`config.mk`:
```
export PLATFORM = sky130hd
export DESIGN_NAME = branch_target_decoder
export DESIGN_NICKNAME = d
export VERILOG_FILES = /design/src/rtl/brdec_pkg.sv /design/src/rtl/brdec_collect.sv /design/src/rtl/brdec_addr.sv /design/src/rtl/brdec_exc.sv /design/src/rtl/branch_target_decoder.sv
export SDC_FILE = /design/constraint.sdc
export NUM_CORES = 1
export LEC_CHECK = 0
export BUFFER_PORTS_ARGS = -buffer_cell sky130_fd_sc_hd__buf_2
export CORE_ASPECT_RATIO = 1.25
export CORE_UTILIZATION = 45
export CTS_BUF_LIST = sky130_fd_sc_hd__clkbuf_4
export DETAILED_ROUTE_END_ITERATION = 16
export PLACE_DENSITY = 0.66
export SLEW_MARGIN = 20
export SYNTH_ARGS = -nofsm -noshare
export SYNTH_HDL_FRONTEND = slang
export SYNTH_SLANG_ARGS = --single-unit
```
`constraint.sdc`:
```
create_clock -name clk -period 11.28 [get_ports clk]
set_input_delay 2.256 -clock clk [delete_from_list [all_inputs] [get_ports clk]]
set_output_delay 2.256 -clock clk [all_outputs]
set_load 0.1 [all_outputs]
```
`src/rtl/brdec_pkg.sv`:
```
package brdec_pkg;
  typedef enum logic [1:0] {
    ST_WORD = 2'd0,
    ST_HALF = 2'd1,
    ST_BYTE = 2'd2
  } width_state_t;

  typedef struct packed {
    logic       ns;
    logic [8:0] num;
    logic       cancel;
    logic       alt_isa;
    logic       hyp;
    logic [3:0] resume;
  } exc_fields_t;
endpackage

```
`src/rtl/brdec_collect.sv`:
```
module brdec_collect #(
  parameter int MAX_ABYTES = 5,
  parameter int MAX_EBYTES = 3,
  parameter int CNT_W      = 3
) (
  input  logic                         clk,
  input  logic                         rst,
  input  logic                         in_valid,
  input  logic [7:0]                   in_byte,
  input  logic                         alt_enc,
  output logic                         fin,
  output logic                         mode_eff,
  output logic                         has_exc,
  output logic [CNT_W-1:0]             a_len,
  output logic [CNT_W-1:0]             e_len,
  output logic [MAX_ABYTES-1:0][7:0]   abuf_n,
  output logic [MAX_EBYTES-1:0][7:0]   ebuf_n
);
  typedef enum logic {PH_ADDR, PH_EXC} phase_t;

  phase_t                       phase_q;
  logic [CNT_W-1:0]             a_idx_q, e_idx_q, a_len_q;
  logic                         mode_q;
  logic [MAX_ABYTES-1:0][7:0]   abuf_q;
  logic [MAX_EBYTES-1:0][7:0]   ebuf_q;

  logic first, in_addr, in_exc, a_last, e_last, esc_flag;

  assign first    = (phase_q == PH_ADDR) && (a_idx_q == '0);
  assign mode_eff = first ? alt_enc : mode_q;
  assign in_addr  = in_valid && (phase_q == PH_ADDR);
  assign in_exc   = in_valid && (phase_q == PH_EXC);
  assign a_last   = in_addr && (!in_byte[7] || (int'(a_idx_q) == MAX_ABYTES-1));
  assign e_last   = in_exc  && (!in_byte[7] || (int'(e_idx_q) == MAX_EBYTES-1));

  always_comb begin
    if (mode_eff) esc_flag = (a_idx_q != '0) && in_byte[6];
    else          esc_flag = (int'(a_idx_q) == MAX_ABYTES-1) && in_byte[6];
  end

  assign fin     = (a_last && !esc_flag) || e_last;
  assign has_exc = (phase_q == PH_EXC);
  assign a_len   = in_addr ? a_idx_q + 1'b1 : a_len_q;
  assign e_len   = e_idx_q + 1'b1;

  for (genvar i = 0; i < MAX_ABYTES; i++) begin : g_abuf
    always_comb begin
      if (in_addr && (int'(a_idx_q) == i)) abuf_n[i] = in_byte;
      else if (first && in_valid)          abuf_n[i] = 8'h00;
      else                                 abuf_n[i] = abuf_q[i];
    end
  end

  for (genvar j = 0; j < MAX_EBYTES; j++) begin : g_ebuf
    always_comb begin
      if (in_exc && (int'(e_idx_q) == j)) ebuf_n[j] = in_byte;
      else if (first && in_valid)         ebuf_n[j] = 8'h00;
      else                                ebuf_n[j] = ebuf_q[j];
    end
  end

  always_ff @(posedge clk) begin
    if (rst) begin
      phase_q <= PH_ADDR;
      a_idx_q <= '0;
      e_idx_q <= '0;
      a_len_q <= '0;
      mode_q  <= 1'b0;
      abuf_q  <= '0;
      ebuf_q  <= '0;
    end else begin
      abuf_q <= abuf_n;
      ebuf_q <= ebuf_n;
      if (in_addr) begin
        mode_q <= mode_eff;
        if (a_last) begin
          a_len_q <= a_idx_q + 1'b1;
          a_idx_q <= '0;
          phase_q <= esc_flag ? PH_EXC : PH_ADDR;
        end else begin
          a_idx_q <= a_idx_q + 1'b1;
        end
      end
      if (in_exc) begin
        if (e_last) begin
          e_idx_q <= '0;
          phase_q <= PH_ADDR;
        end else begin
          e_idx_q <= e_idx_q + 1'b1;
        end
      end
    end
  end

  // the exception phase is only entered after an escape bit 6
  a_r5_exc_entry: assert property (@(posedge clk) disable iff (rst)
    $rose(phase_q == PH_EXC) |-> $past(in_valid && in_byte[6]));

  // the address index never passes the last address slot
  a_r1_addr_cap: assert property (@(posedge clk) disable iff (rst)
    (phase_q == PH_ADDR) |-> (int'(a_idx_q) < MAX_ABYTES));
endmodule

```
`src/rtl/brdec_addr.sv`:
```
module brdec_addr
  import brdec_pkg::*;
#(
  parameter int ADDR_W     = 32,
  parameter int MAX_ABYTES = 5,
  parameter int CNT_W      = 3
) (
  input  logic [MAX_ABYTES-1:0][7:0] abuf,
  input  logic [CNT_W-1:0]           a_len,
  input  logic                       alt_mode,
  input  logic                       has_exc,
  input  logic [ADDR_W-1:0]          ref_val,
  input  width_state_t               cur_st,
  output logic [ADDR_W-1:0]          tgt,
  output width_state_t               new_st
);
  localparam int RAW_W = 7 * MAX_ABYTES;

  logic [RAW_W-1:0]  raw;
  logic [ADDR_W-1:0] scaled, fill_mask;
  logic [7:0]        top_b;
  logic              five;

  always_comb begin
    raw = '0;
    for (int i = 0; i < MAX_ABYTES; i++) raw[7*i +: 7] = abuf[i][6:0];
    if (alt_mode && has_exc) begin
      for (int k = 0; k < RAW_W; k++)
        if (k == 7*int'(a_len) - 1) raw[k] = 1'b0;
    end
  end

  assign five  = (int'(a_len) == MAX_ABYTES);
  assign top_b = abuf[MAX_ABYTES-1];

  always_comb begin
    new_st = cur_st;
    if (five) begin
      if      ((top_b & 8'hB8) == 8'h08) new_st = ST_WORD;
      else if ((top_b & 8'hB0) == 8'h10) new_st = ST_HALF;
      else if ((top_b & 8'hA0) == 8'h20) new_st = ST_BYTE;
    end
  end

  always_comb begin
    case (new_st)
      ST_HALF: scaled = {raw[ADDR_W-1:1], 1'b0};
      ST_BYTE: scaled = raw[ADDR_W:1];
      default: scaled = {raw[ADDR_W-2:1], 2'b00};
    endcase
  end

  always_comb begin
    if (five) fill_mask = '0;
    else      fill_mask = {ADDR_W{1'b1}} << (7*int'(a_len));
  end

  assign tgt = scaled | (ref_val & fill_mask);
endmodule

```
`src/rtl/brdec_exc.sv`:
```
module brdec_exc
  import brdec_pkg::*;
#(
  parameter int MAX_EBYTES = 3,
  parameter int CNT_W      = 3
) (
  input  logic [MAX_EBYTES-1:0][7:0] ebuf,
  input  logic [CNT_W-1:0]           e_len,
  input  logic                       present,
  output exc_fields_t                fields
);
  localparam int EXC_W = 7 * MAX_EBYTES;

  logic [EXC_W-1:0] v, vf;

  always_comb begin
    v = '0;
    for (int j = 0; j < MAX_EBYTES; j++) v[7*j +: 7] = ebuf[j][6:0];
    vf = v;
    if ((int'(e_len) == 2) && v[13]) begin
      vf         = '0;
      vf[6:0]    = v[6:0];
      vf[14 +: 7] = v[13:7];
    end
  end

  always_comb begin
    fields = '0;
    if (present) begin
      fields.ns      = vf[0];
      fields.num     = {vf[15:11], vf[4:1]};
      fields.cancel  = vf[5];
      fields.alt_isa = vf[6];
      fields.hyp     = vf[12];
      fields.resume  = vf[17:14];
    end
  end
endmodule

```
`src/rtl/branch_target_decoder.sv`:
```
module branch_target_decoder
  import brdec_pkg::*;
#(
  parameter int ADDR_W     = 32,
  parameter int MAX_ABYTES = 5,
  parameter int MAX_EBYTES = 3
) (
  input  logic              clk,
  input  logic              rst,
  input  logic              in_valid,
  input  logic [7:0]        in_byte,
  input  logic              ref_load,
  input  logic [ADDR_W-1:0] ref_addr,
  input  logic [1:0]        cur_state,
  input  logic              alt_enc,
  output logic              done_o,
  output logic [ADDR_W-1:0] tgt_addr_o,
  output logic [1:0]        state_o,
  output logic              exc_valid_o,
  output logic              exc_ns_o,
  output logic [8:0]        exc_num_o,
  output logic              exc_cancel_o,
  output logic              exc_altisa_o,
  output logic              exc_hyp_o,
  output logic [3:0]        exc_resume_o
);
  localparam int CNT_W = $clog2(MAX_ABYTES + MAX_EBYTES + 1);

  logic                       fin, mode_eff, has_exc;
  logic [CNT_W-1:0]           a_len, e_len;
  logic [MAX_ABYTES-1:0][7:0] abuf_n;
  logic [MAX_EBYTES-1:0][7:0] ebuf_n;
  logic [ADDR_W-1:0]          asm_tgt, ref_q;
  width_state_t               asm_st;
  exc_fields_t                exc_f, exc_q;
  logic [CNT_W-1:0]           len_q;
  logic                       alt_q;

  brdec_collect #(.MAX_ABYTES(MAX_ABYTES), .MAX_EBYTES(MAX_EBYTES), .CNT_W(CNT_W)) u_collect (
    .clk(clk), .rst(rst), .in_valid(in_valid), .in_byte(in_byte), .alt_enc(alt_enc),
    .fin(fin), .mode_eff(mode_eff), .has_exc(has_exc), .a_len(a_len), .e_len(e_len),
    .abuf_n(abuf_n), .ebuf_n(ebuf_n)
  );

  brdec_addr #(.ADDR_W(ADDR_W), .MAX_ABYTES(MAX_ABYTES), .CNT_W(CNT_W)) u_addr (
    .abuf(abuf_n), .a_len(a_len), .alt_mode(mode_eff), .has_exc(has_exc),
    .ref_val(ref_q), .cur_st(width_state_t'(cur_state)), .tgt(asm_tgt), .new_st(asm_st)
  );

  brdec_exc #(.MAX_EBYTES(MAX_EBYTES), .CNT_W(CNT_W)) u_exc (
    .ebuf(ebuf_n), .e_len(e_len), .present(has_exc), .fields(exc_f)
  );

  always_ff @(posedge clk) begin
    if (rst) begin
      done_o      <= 1'b0;
      tgt_addr_o  <= '0;
      state_o     <= ST_WORD;
      exc_valid_o <= 1'b0;
      exc_q       <= '0;
      ref_q       <= '0;
      len_q       <= '0;
      alt_q       <= 1'b0;
    end else begin
      done_o <= fin;
      if (fin) begin
        tgt_addr_o  <= asm_tgt;
        state_o     <= asm_st;
        exc_valid_o <= has_exc;
        exc_q       <= exc_f;
        ref_q       <= asm_tgt;
        len_q       <= a_len;
        alt_q       <= mode_eff;
      end else if (ref_load) begin
        ref_q <= ref_addr;
      end
    end
  end

  assign exc_ns_o     = exc_q.ns;
  assign exc_num_o    = exc_q.num;
  assign exc_cancel_o = exc_q.cancel;
  assign exc_altisa_o = exc_q.alt_isa;
  assign exc_hyp_o    = exc_q.hyp;
  assign exc_resume_o = exc_q.resume;

  // a done pulse always follows an accepted byte
  a_r9_done_after_byte: assert property (@(posedge clk) disable iff (rst)
    done_o |-> $past(in_valid));

  // short packets keep the incoming state
  a_r2_state_inherited: assert property (@(posedge clk) disable iff (rst)
    (done_o && (int'(len_q) != MAX_ABYTES)) |-> (state_o == $past(cur_state)));

  // reference bits above the covered range reach the target
  a_r2_upper_fill: assert property (@(posedge clk) disable iff (rst)
    (done_o && (int'(len_q) != MAX_ABYTES)) |->
      ((tgt_addr_o & $past(ref_q) & ({ADDR_W{1'b1}} << (7*int'(len_q))))
        == ($past(ref_q) & ({ADDR_W{1'b1}} << (7*int'(len_q))))));

  // original placement never flags exceptions on short packets
  a_r6_orig_short_clean: assert property (@(posedge clk) disable iff (rst)
    (done_o && !alt_q && (int'(len_q) != MAX_ABYTES)) |-> !exc_valid_o);

  // without exception bytes the fields read zero
  a_r9_fields_clear: assert property (@(posedge clk) disable iff (rst)
    (done_o && !exc_valid_o) |-> ({exc_ns_o, exc_num_o, exc_cancel_o,
      exc_altisa_o, exc_hyp_o, exc_resume_o} == '0));
endmodule

```
==> reports/qor.txt, run 1 <==
outcome = completed
clock tree buffer depth = 2
maximum VDD drop = 72.0 uV
die outline area = 20100 um2
worst reg-to-reg setup slack = 4.82 ns
Crit Path Class = input pin to flip-flop
global-route congestion overflow total = 0
final critical-path share of the clock period = 65.0%
register area share after synthesis = 33.8%
layout overhead on the synthesized area = 9.70%
Slowest-stage cell, CP = sky130_fd_sc_hd__nand2_1
share of the synthesized area in the top cell type = 33.8%
Arrival @ worst endpoint = 7.79 ns
pin count of the biggest net entering global routing = 75
Clock Tree Root = sky130_fd_sc_hd__clkbuf_4
sum of internal, switching and leakage power = 1.30 mW
final net count = 1164
number of gates resized after CTS = 0
count of final setup violators = 0
vertical die dimension = 158 um
average cell area after synthesis = 8.43 um2
yosys synthesis warning count = 0
Max Clock Freq = 136 MHz
Num CTS Buffers = 17
clock latency on the worst-skew pair = 0.61 ns
clock tree from TritonCTS = done
nature of the critical path startpoint = input pin
class of the worst hold path = flip-flop to flip-flop
Via Count = 8804
sum of routed wire length over all layers = 31.9 mm
average via count per standard cell = 6.59
DRC violation count after routing = 0
crit path cell chain = buf_2 -> nor2b_1 -> nand2_1 -> nand2_1 -> inv_1 -> ha_1 -> nand2_1 -> nor3_1 -> a211oi_1 -> ha_1 -> buf_4 -> clkinv_1 -> nand2_1 -> o32ai_1 -> a2111oi_0 -> a221oi_1
shortest clock period the worst path allows after layout = 7.34 ns
number of buffers added on ports = 99
crit path capture type = flip-flop
Overall Global Routing Usage = 32.3%
family of cells with the greatest summed delay on the critical path = simple AND/OR/NAND/NOR gates
clk_skew = 0.0240 ns
proportion of layout cells with a drive suffix above 1 = 16.4%
buffer count from post-CTS setup fixing = 0
Clk pin slew, worst setup/hold paths = 0.15 ns
Core ar. = 18900 um2
netlist area before placement = 8770 um2
endpoint of the worst register-to-register path = ref_q[12]$_SDFFE_PP0P_
leakage power = 3.67 nW
Fin Setup TNS = 0 ns
count of final max-slew check failures = 0
# hold bufs at CTS = 0
global-route wire length before repair = 48.9 mm
largest fanout of any net on the critical path = 35
async set or reset register ratio after synthesis = 0%
RSZ-0062 raised after global routing = no
Hold Path End = state_o[1]$_SDFFE_PP0N_
Least-Margin Pin Slew = 1.15 ns
Top-Level Pins = 100
detailed placement HPWL = 22.9 mm
placed cell areas = 9310 um2
depth of the worst hold-timing path = 2
cell type with the highest aggregate area in the netlist = sky130_fd_sc_hd__dfxtp_1
Clock Sink Count = 148
beginning of the worst hold path = state_o[1]$_SDFFE_PP0N_
most common cell after layout, fill and taps aside = sky130_fd_sc_hd__dfxtp_1
Initial Utilization = 46.4%
number of global-route vias before repair = 8175
required time of the critical path = 11.73 ns
total power divided by cell area = 136 nW/um2
post-route design area = 9620 um2
number of routed nets with antenna violations = 0
Slowest Stage Delay on Critical Path = 1.08 ns
maximum level of the CTS H-tree = 4
most area-consuming cells after synthesis = sky130_fd_sc_hd__dfxtp_1 34%, sky130_fd_sc_hd__nor2_1 6.2%, sky130_fd_sc_hd__a211oi_1 4.1%
cell repeated most along the worst path = sky130_fd_sc_hd__nand2_1
combined buffer and inverter count along the critical path = 4
FF-to-FF Start = u_collect.a_idx_q[0]$_SDFFE_PP0P_
number of optimization iterations in the first detailed-route pass = 6
Chip Width = 127 um
initial DRC count = 926
ys flop type = sky130_fd_sc_hd__dfxtp_1
worst slew margin relative to its limit = 23.0%
WHS = 0.486 ns
Cells after Synth = 1040
Routability Congestion = 1.03
register bit total from synthesis = 148
placement row count = 56
number of antenna violations at the first check in global routing = 1
r2r worst-path depth = 13
max-cap viol count = 0
most frequent cells in the layout = 148 x sky130_fd_sc_hd__dfxtp_1, 146 x sky130_fd_sc_hd__nor2_1, 98 x sky130_fd_sc_hd__buf_2, 57 x sky130_fd_sc_hd__nand2_1, 48 x sky130_fd_sc_hd__a211oi_1
Yosys cell types = 86
Mapped Nets = 1114
final number of hold-violating endpoints = 0
EDFF count, synth = 0
average wire per standard cell = 23.9 um
tightest hold or removal path, cell delays in order (launching register included):
cell and delay (ns):
sky130_fd_sc_hd__dfxtp_1 0.34, sky130_fd_sc_hd__nand2_1 0.06, sky130_fd_sc_hd__a21oi_1 0.06
flip-flops by register name, summed over array words and instances (netlist names), 3 cells and up:
signal	flops
exc_num_o	8
exc_resume_o	3
ref_q	32
tgt_addr_o	32
u_collect.a_idx_q	4
u_collect.a_len_q	4
u_collect.abuf_q	34
u_collect.e_idx_q	4
u_collect.ebuf_q	18
kinds of logic after synthesis:
group / count (synthesis) / share of synthesized area, %
adder cells (fa/ha/maj): 27 / 4.19
AO/OA/AOI/OAI: 356 / 31.4
multiplexers: 30 / 3.49
flip-flops: 148 / 33.8
XOR/XNOR: 9 / 1.36
buffers and inverters: 113 / 5.56
AND/OR/NAND/NOR: 357 / 20.2
layer usage:
layer  part of all wire, %  track usage (%)
met1                    41             40.0
met2                    46             52.5
met3                   7.6             6.32
met4                   5.5             18.6
met5                     0                0
Yosys cell counts, types with 25 or more instances:
cell type / count
sky130_fd_sc_hd__a311oi_1: 28
sky130_fd_sc_hd__nand3_1: 29
sky130_fd_sc_hd__mux2i_1: 25
sky130_fd_sc_hd__a211oi_1: 48
sky130_fd_sc_hd__a22oi_1: 38
sky130_fd_sc_hd__inv_1: 29
sky130_fd_sc_hd__o21ai_0: 31
sky130_fd_sc_hd__a21oi_1: 34
sky130_fd_sc_hd__nor2_1: 146
sky130_fd_sc_hd__clkbuf_1: 54
sky130_fd_sc_hd__dfxtp_1: 148
sky130_fd_sc_hd__and2_1: 27
sky130_fd_sc_hd__nand2_1: 57
how the worst max path moves through the flow:
stage | startpoint | end | slack (ns) | cells past startpoint
final | in_valid | ref_q[12]$_SDFFE_PP0P_ | 3.94 | 16
after global routing | in_valid | ref_q[12]$_SDFFE_PP0P_ | 3.60 | 16
after CTS | in_valid | ref_q[12]$_SDFFE_PP0P_ | 4.19 | 16
after detailed placement | in_valid | ref_q[12]$_SDFFE_PP0P_ | 3.59 | 16
after global placement | in_valid | ref_q[12]$_SDFFE_PP0P_ | 3.56 | 16
after floorplan | in_valid | ref_q[6]$_SDFFE_PP0P_ | 4.81 | 17
cell type report:
cell class / count / area [um2]
clock inverter: 15 / 186
sequential: 148 / 2960
inverter: 30 / 113
clock buffer: 17 / 128
timing repair buffer: 114 / 611
antenna: 1 / 2.50
multi-input combinational: 779 / 5330
fill: 1881 / 9300
tap: 232 / 290
report_power, final:
| part | total, mW | internal (mW) | switching, mW |
|---|---|---|---|
| registers | 0.563 | 0.548 | 0.0154 |
| clock network | 0.357 | 0.106 | 0.251 |
| logic | 0.384 | 0.0961 | 0.288 |
metrics by stage:
step	setup slack (ns)	util (%)	instances
6_report	3.94	50.9	1336
5_1_grt	3.60	50.9	1336
3_5_place_dp	3.59	49.2	1303
4_1_cts	4.19	50.9	1335
3_3_place_gp	3.56	49.2	1303
2_1_floorplan	4.81	-	1040
Power figures use the tool's default switching activity.
==> run 2, diff against run 1 <==
--- a/config.mk
+++ b/config.mk
@@ -5,12 +5,13 @@
 export SDC_FILE = /design/constraint.sdc
 export NUM_CORES = 1
 export LEC_CHECK = 0
+export ABC_AREA = 1
 export BUFFER_PORTS_ARGS = -buffer_cell sky130_fd_sc_hd__buf_2
 export CORE_ASPECT_RATIO = 1.25
 export CORE_UTILIZATION = 45
 export CTS_BUF_LIST = sky130_fd_sc_hd__clkbuf_4
 export DETAILED_ROUTE_END_ITERATION = 16
-export PLACE_DENSITY = 0.66
+export PLACE_DENSITY = 0.67
 export SLEW_MARGIN = 20
 export SYNTH_ARGS = -nofsm -noshare
 export SYNTH_HDL_FRONTEND = slang
==> constraint.sdc (replaced) <==
create_clock -name clk -period 7.6 [get_ports clk]
set_input_delay 1.52 -clock clk [delete_from_list [all_inputs] [get_ports clk]]
set_output_delay 1.52 -clock clk [all_outputs]
set_load 0.1 [all_outputs]
==> run 2 against run 1 <==
  * Non-clock buffer count shrank 4
  * Cell count grew 8.8%
  * Utilization grew 0.83 points
  * Via count shrank 8.5%
  * Wire length shrank 22%
  * Clock-buffer cell count grew 3
  * Critical path type unchanged
  * Highest routed layer unchanged
  * Combinational power up 14%
==> reports/qor.txt, run 2 <==
area occupied by multi-input gates = 4200 um2
Slowest Stage Delay on Critical Path = 0.74 ns
Clock Tree Root = sky130_fd_sc_hd__clkbuf_4
FF-to-FF Start = u_collect.has_exc$_SDFF_PP0_
part of the total power dissipated in combinational logic = 24.2%
final net count = 1293
sum of routed wire length over all layers = 24.8 mm
Initial Utilization = 46.5%
sequential cell fraction of total power = 45.6%
shortest clock period the worst path allows after layout = 5.62 ns
fraction of power spent switching nets = 36.5%
outcome = completed
Cells after DPL = 1420
ys flop type = sky130_fd_sc_hd__dfxtp_1
largest fanout of any net on the critical path = 15
Num CTS Buffers = 17
proportion of layout cells with a drive suffix above 1 = 13.9%
depth of the worst hold-timing path = 2
area used by sequential logic in the layout = 2960 um2
register area share after synthesis = 37.5%
worst slew margin relative to its limit = 30.4%
Yosys cell types = 35
Hold Path End = tgt_addr_o[11]$_SDFFE_PP0N_
endpoint of the worst register-to-register path = tgt_addr_o[3]$_SDFFE_PP0N_
total power divided by cell area = 206 nW/um2
Top-Level Pins = 100
P_int = 1.15 mW
beginning of the worst hold path = tgt_addr_o[11]$_SDFFE_PP0N_
Arrival @ worst endpoint = 6.06 ns
DRC violation count after routing = 0
Clock Sink Count = 148
required time of the critical path = 8.03 ns
die outline area = 18100 um2
Fin Setup TNS = 0 ns
largest reg by FF count = u_collect.abuf_q
clk_skew = 0.0221 ns
count of final max-slew check failures = 0
global-route wire length before repair = 38.6 mm
max-cap viol count = 0
largest registers in the final layout = u_collect.abuf_q x34, ref_q x32, tgt_addr_o x32
crit path cell chain = buf_2 -> nand2_4 -> inv_2 -> o21ai_0 -> inv_1 -> fa_1 -> fa_1 -> nand2_1 -> inv_1 -> nand2_1 -> nor2_1 -> inv_1 -> nor2_1 -> ha_1 -> inv_1 -> nor2_1 -> nand2_1 -> nor2_4 -> nand3_1 -> nand3_1 -> nand2_1 -> o21ai_1 -> a21oi_1
placement row count = 53
clock tree buffer depth = 2
initial DRC count = 601
average wire per standard cell = 17.0 um
layout overhead on the synthesized area = 11.2%
average cell area after synthesis = 6.83 um2
buffer count from post-CTS setup fixing = 0
pin count of the biggest net entering global routing = 93
most common cell after layout, fill and taps aside = sky130_fd_sc_hd__nand3_1
worst reg-to-reg setup slack = 2.57 ns
Largest register FFs = 34
yosys synthesis warning count = 0
vertical die dimension = 150 um
crit path capture type = flip-flop
detailed placement HPWL = 17.8 mm
number of routed nets with antenna violations = 0
count of final setup violators = 0
global-route congestion overflow total = 0
number of global-route vias before repair = 7154
RSZ-0062 raised after global routing = no
net switching component of the power = 660 uW
Routability Congestion = 1.02
most frequent cells in the layout = 203 x sky130_fd_sc_hd__nand3_1, 190 x sky130_fd_sc_hd__nand2_1, 148 x sky130_fd_sc_hd__dfxtp_1, 115 x sky130_fd_sc_hd__o21ai_0, 107 x sky130_fd_sc_hd__inv_1
leading cell type by number of instances after synthesis = sky130_fd_sc_hd__nand3_1
number of optimization iterations in the first detailed-route pass = 5
Cells after Synth = 1155
Slowest-stage cell, CP = sky130_fd_sc_hd__fa_1
final critical-path share of the clock period = 74.0%
Core ar. = 17000 um2
clock tree from TritonCTS = done
Max Clock Freq = 178 MHz
maximum level of the CTS H-tree = 4
average via count per standard cell = 5.54
share of the synthesized area in the top cell type = 37.5%
Clk pin slew, worst setup/hold paths = 0.13 ns
number of antenna violations at the first check in global routing = 1
Layout Cells excl Fill = 1453
netlist area before placement = 7890 um2
commonest cells in the netlist = 204 x sky130_fd_sc_hd__nand3_1, 190 x sky130_fd_sc_hd__nand2_1, 148 x sky130_fd_sc_hd__dfxtp_1
# hold bufs at CTS = 0
maximum VDD drop = 105 uV
r2r worst-path depth = 23
number of buffers added on ports = 99
cell type with the highest aggregate area in the netlist = sky130_fd_sc_hd__dfxtp_1
async set or reset register ratio after synthesis = 0%
class of the worst hold path = flip-flop to flip-flop
most area-consuming cells after synthesis = sky130_fd_sc_hd__dfxtp_1 38%, sky130_fd_sc_hd__nand3_1 13%, sky130_fd_sc_hd__nand2_1 9.0%
post-layout util = 51.7%
nature of the critical path startpoint = input pin
Via Count = 8053
final number of hold-violating endpoints = 0
Least-Margin Pin Slew = 1.04 ns
number of gates resized after CTS = 0
EDFF count, synth = 0
register bit total from synthesis = 148
Crit Path Class = input pin to flip-flop
clock latency on the worst-skew pair = 0.58 ns
Filler cells = 1790
leakage power = 3.79 nW
Mapped Nets = 1229
power share of the clock group = 30.1%
Overall Global Routing Usage = 27.9%
Chip Width = 120 um
run 2: changes by cell type after synthesis, sizes merged, moves of 25 or more:
cell	previous run	this run
a211oi	48	0
nand2	57	193
a21oi	36	90
o21ai	35	162
a22oi	38	1
a311oi	28	0
nand3	29	214
and2	27	0
nor2	149	99
inv	29	116
mux2i	25	0
run 2: cell type report:
cell class                 count  area share (%)
clock buffer                  20            1.71
inverter                     116            4.96
multi-input combinational    826            47.9
tap                          220            3.14
sequential                   148            33.8
timing repair buffer         110            6.73
antenna                        1          0.0285
clock inverter                12            1.77
run 2: worst max-delay path by stage:
stage | from | to | slack, ns | depth (start not counted)
2_1_floorplan | in_valid | tgt_addr_o[10]$_SDFFE_PP0N_ | 2.23 | 24
3_3_place_gp | in_valid | tgt_addr_o[3]$_SDFFE_PP0N_ | 1.57 | 23
3_5_place_dp | in_valid | tgt_addr_o[5]$_SDFFE_PP0N_ | 1.40 | 23
4_1_cts | in_valid | tgt_addr_o[3]$_SDFFE_PP0N_ | 2.04 | 23
5_1_grt | in_valid | tgt_addr_o[8]$_SDFFE_PP0N_ | 1.52 | 23
6_report | in_valid | tgt_addr_o[3]$_SDFFE_PP0N_ | 1.98 | 23
run 2: metal layers:
layer | GRT usage, % | routed length, um | up-vias
met1 | 35.1 | 10800 | 3747
met3 | 4.54 | 1290 | 54
met4 | 13.1 | 786 | 0
met2 | 46.5 | 11900 | 240
met5 | 0 | 0 | -
li1 | - | - | 4012
run 2: cell families after synthesis:
kind of cell / after synthesis / synth area share, %
DFF: 148 / 37.5
adders and majority gates: 27 / 4.66
buffers and inverters: 181 / 9.31
and+or+nand+nor: 523 / 29.9
xor gates and xnor gates: 4 / 0.444
AOI/OAI and AO/OA: 272 / 18.2
run 2: worst max-delay path, delay by kind of cell:
| family | cells | cell delay (ns) |
|---|---|---|
| simple gates | 11 | 1.44 |
| fa+ha+maj | 3 | 1.41 |
| compound gates | 3 | 0.93 |
| buf+inv | 6 | 0.72 |
run 2: power groups by stage:
stage | clock (mW) | sequential [mW] | combinational, mW
global route | 0.590 | 0.829 | 0.477
finish | 0.546 | 0.826 | 0.439
global placement | 0 | 0.842 | 0.434
floorplan | 0 | 0.894 | 0.261
detailed placement | 0 | 0.842 | 0.434
CTS | 0.559 | 0.825 | 0.436
run 2: stage by stage:
step / power, mW / area (um2) / setup slack, ns / hold slack [ns]
global route: 1.90 / 8780 / 1.52 / 0.490
floorplan: 1.15 / 7890 / 2.23 / 0.430
global placement: 1.28 / 8470 / 1.57 / 0.446
finish: 1.81 / 8780 / 1.98 / 0.470
CTS: 1.82 / 8770 / 2.04 / 0.472
detailed placement: 1.28 / 8470 / 1.40 / 0.453
==> run 3, diff against run 2 <==
--- a/config.mk
+++ b/config.mk
@@ -5,13 +5,13 @@
 export SDC_FILE = /design/constraint.sdc
 export NUM_CORES = 1
 export LEC_CHECK = 0
-export ABC_AREA = 1
+export ABC_AREA = 0
 export BUFFER_PORTS_ARGS = -buffer_cell sky130_fd_sc_hd__buf_2
 export CORE_ASPECT_RATIO = 1.25
 export CORE_UTILIZATION = 45
 export CTS_BUF_LIST = sky130_fd_sc_hd__clkbuf_4
 export DETAILED_ROUTE_END_ITERATION = 16
-export PLACE_DENSITY = 0.67
+export PLACE_DENSITY = 0.66
 export SLEW_MARGIN = 20
 export SYNTH_ARGS = -nofsm -noshare
 export SYNTH_HDL_FRONTEND = slang
==> constraint.sdc (replaced) <==
create_clock -name clk -period 5.71 [get_ports clk]
set_input_delay 1.142 -clock clk [delete_from_list [all_inputs] [get_ports clk]]
set_output_delay 1.142 -clock clk [all_outputs]
set_load 0.1 [all_outputs]
==> run 3 against run 2 <==
  * Sequential share of layout area down 3.8 points
  * Wire length is 25% higher
  * Via count increased by 10%
  * Global-route usage rose by 3.1 points
  * Flip-flop and latch count is the same
  * Die area is 11% higher
  * Clock-buffer cell count shrank 3
  * Critical endpoint is now ref_q[14]$_SDFFE_PP0P_
  * Register-to-register slack worse by 2.0 ns
  * Cell count down 5.5%
  * First-iteration DRC count grew 46%
  * Critical path depth is 6 lower
==> reports/qor.txt, run 3 (synthesis gave the netlist of run 1 again) <==
sequential cell fraction of total power = 42.8%
count of final max-slew check failures = 0
global-route wire length before repair = 47.0 mm
Filler cells = 1806
Max Clock Freq = 194 MHz
clock latency on the worst-skew pair = 0.59 ns
r2r worst-path depth = 17
Core ar. = 18900 um2
average via count per standard cell = 6.45
# hold bufs at CTS = 0
clk_skew = 0.0246 ns
Routability Congestion = 1.04
FF-to-FF Start = u_collect.a_idx_q[3]$_SDFFE_PP0P_
number of global-route vias before repair = 8241
final net count = 1200
maximum VDD drop = 148 uV
clock tree buffer depth = 2
nature of the critical path startpoint = flip-flop
maximum level of the CTS H-tree = 4
count of final setup violators = 0
Top-Level Pins = 100
sum of routed wire length over all layers = 30.8 mm
net switching component of the power = 1.05 mW
timing startpoint of the critical path = u_collect.a_idx_q[3]$_SDFFE_PP0P_
total power divided by cell area = 262 nW/um2
power share of the clock group = 27.6%
largest registers in the final layout = u_collect.abuf_q x34, ref_q x32, tgt_addr_o x32
largest reg by FF count = u_collect.abuf_q
post-layout util = 52.3%
Arrival @ worst endpoint = 5.58 ns
Crit Path Class = flip-flop to flip-flop
Num CTS Buffers = 17
placement row count = 56
Overall Global Routing Usage = 31.0%
clock tree from TritonCTS = done
Slowest-stage cell, CP = sky130_fd_sc_hd__dfxtp_1
detailed placement HPWL = 22.8 mm
Via Count = 8860
final number of hold-violating endpoints = 0
required time of the critical path = 6.13 ns
combined buffer and inverter count along the critical path = 3
shortest clock period the worst path allows after layout = 5.16 ns
number of antenna violations at the first check in global routing = 1
worst slew margin relative to its limit = 27.5%
crit path cell chain = xor2_1 -> o21a_1 -> inv_1 -> fa_1 -> inv_1 -> ha_1 -> and3_1 -> nor3_1 -> nor2_1 -> nor3_1 -> ha_1 -> nand2_1 -> nor2_1 -> o211ai_1 -> a2111oi_1 -> buf_4 -> a211oi_1
Largest register FFs = 34
crit path capture = ref_q[14]$_SDFFE_PP0P_
number of optimization iterations in the first detailed-route pass = 5
Least-Margin Pin Slew = 1.08 ns
most common cell after layout, fill and taps aside = sky130_fd_sc_hd__dfxtp_1
layout overhead on the synthesized area = 12.8%
global-route congestion overflow total = 0
fraction of power spent switching nets = 40.6%
Slowest Stage Delay on Critical Path = 0.70 ns
worst reg-to-reg setup slack = 0.55 ns
final critical-path share of the clock period = 90.3%
pin count of the biggest net entering global routing = 66
outcome = completed
vertical die dimension = 158 um
Clock Sink Count = 148
Clk pin slew, worst setup/hold paths = 0.15 ns
crit path capture type = flip-flop
endpoint of the worst register-to-register path = ref_q[14]$_SDFFE_PP0P_
Chip Width = 127 um
leakage power = 3.85 nW
buffer count from post-CTS setup fixing = 0
Fin Setup TNS = 0 ns
initial DRC count = 876
largest fanout of any net on the critical path = 14
class of the worst hold path = flip-flop to flip-flop
Initial Utilization = 46.4%
die outline area = 20100 um2
number of routed nets with antenna violations = 0
average wire per standard cell = 22.5 um
proportion of layout cells with a drive suffix above 1 = 19.1%
family of cells with the greatest summed delay on the critical path = simple AND/OR/NAND/NOR gates
P_int = 1.54 mW
RSZ-0062 raised after global routing = no
number of gates resized after CTS = 0
Clock Tree Root = sky130_fd_sc_hd__clkbuf_4
number of stages on the worst setup path = 17
max-cap viol count = 0
number of buffers added on ports = 99
DRC violation count after routing = 0
most frequent cells in the layout = 148 x sky130_fd_sc_hd__dfxtp_1, 146 x sky130_fd_sc_hd__nor2_1, 98 x sky130_fd_sc_hd__buf_2, 57 x sky130_fd_sc_hd__nand2_1, 52 x sky130_fd_sc_hd__buf_4
part of the total power dissipated in combinational logic = 29.6%
==> run 3: metrics by stage <==
stage / hold WS [ns] / cells / instance area (um2) / power, mW / setup slack (ns)
6_report: 0.467 / 1373 / 9890 / 2.59 / 0.555
5_1_grt: 0.525 / 1372 / 9890 / 2.70 / 0.0980
4_1_cts: 0.472 / 1371 / 9890 / 2.60 / 0.616
3_5_place_dp: 0.446 / 1339 / 9580 / 1.88 / 0.110
3_3_place_gp: 0.442 / 1339 / 9580 / 1.88 / 0.157
2_1_floorplan: 0.460 / 1040 / 8770 / 1.66 / 0.353
==> run 3: worst min path at each step <==
stage,from,to,cells past startpoint
floorplan,u_collect.ebuf_q[10]$_SDFF_PP0_,u_collect.ebuf_q[10]$_SDFF_PP0_,2
global placement,state_o[1]$_SDFFE_PP0N_,state_o[1]$_SDFFE_PP0N_,2
detailed placement,state_o[1]$_SDFFE_PP0N_,state_o[1]$_SDFFE_PP0N_,2
CTS,state_o[1]$_SDFFE_PP0N_,state_o[1]$_SDFFE_PP0N_,2
global route,state_o[1]$_SDFFE_PP0N_,state_o[1]$_SDFFE_PP0N_,2
finish,state_o[1]$_SDFFE_PP0N_,state_o[1]$_SDFFE_PP0N_,2
==> run 3: layout make-up <==
type | instances | area (um2) | share of cell area [%]
Inverter | 30 | 113 | 1.14
Timing Repair Buffer | 150 | 881 | 8.90
Clock inverter | 15 | 183 | 1.85
Clock buffer | 17 | 128 | 1.29
Multi-Input combinational cell | 779 | 5330 | 53.9
Antenna cell | 2 | 5.00 | 0.0506
Sequential cell | 148 | 2960 | 30.0
Tap cell | 232 | 290 | 2.93
==> run 3: power groups by stage <==
stage	Combinational (mW)	Clock, mW	Sequential [mW]
after floorplan	0.397	0	1.26
after global placement	0.744	0	1.13
after detailed placement	0.746	0	1.13
after CTS	0.749	0.737	1.11
after global routing	0.806	0.776	1.12
final	0.767	0.716	1.11
==> run 3: metal layers <==
layer,wire [um],up-vias,part of all wire (%),track usage (%)
met1,12600,4165,41,37.8
li1,-,4135,-,-
met2,14100,459,46,50.5
met5,0,-,0,0
met4,1540,0,5.0,16.8
met3,2670,101,8.7,7.40
==> run 3: worst register-to-register path, cell delays in order, from the launching register on <==
cell and delay, ns:
sky130_fd_sc_hd__dfxtp_1 0.70, sky130_fd_sc_hd__xor2_1 0.26, sky130_fd_sc_hd__o21a_1 0.19, sky130_fd_sc_hd__inv_1 0.12
sky130_fd_sc_hd__fa_1 0.61, sky130_fd_sc_hd__inv_1 0.06, sky130_fd_sc_hd__ha_1 0.32, sky130_fd_sc_hd__and3_1 0.21
sky130_fd_sc_hd__nor3_1 0.27, sky130_fd_sc_hd__nor2_1 0.11, sky130_fd_sc_hd__nor3_1 0.24, sky130_fd_sc_hd__ha_1 0.34
sky130_fd_sc_hd__nand2_1 0.17, sky130_fd_sc_hd__nor2_1 0.39, sky130_fd_sc_hd__o211ai_1 0.26, sky130_fd_sc_hd__a2111oi_1 0.51
sky130_fd_sc_hd__buf_4 0.19, sky130_fd_sc_hd__a211oi_1 0.04
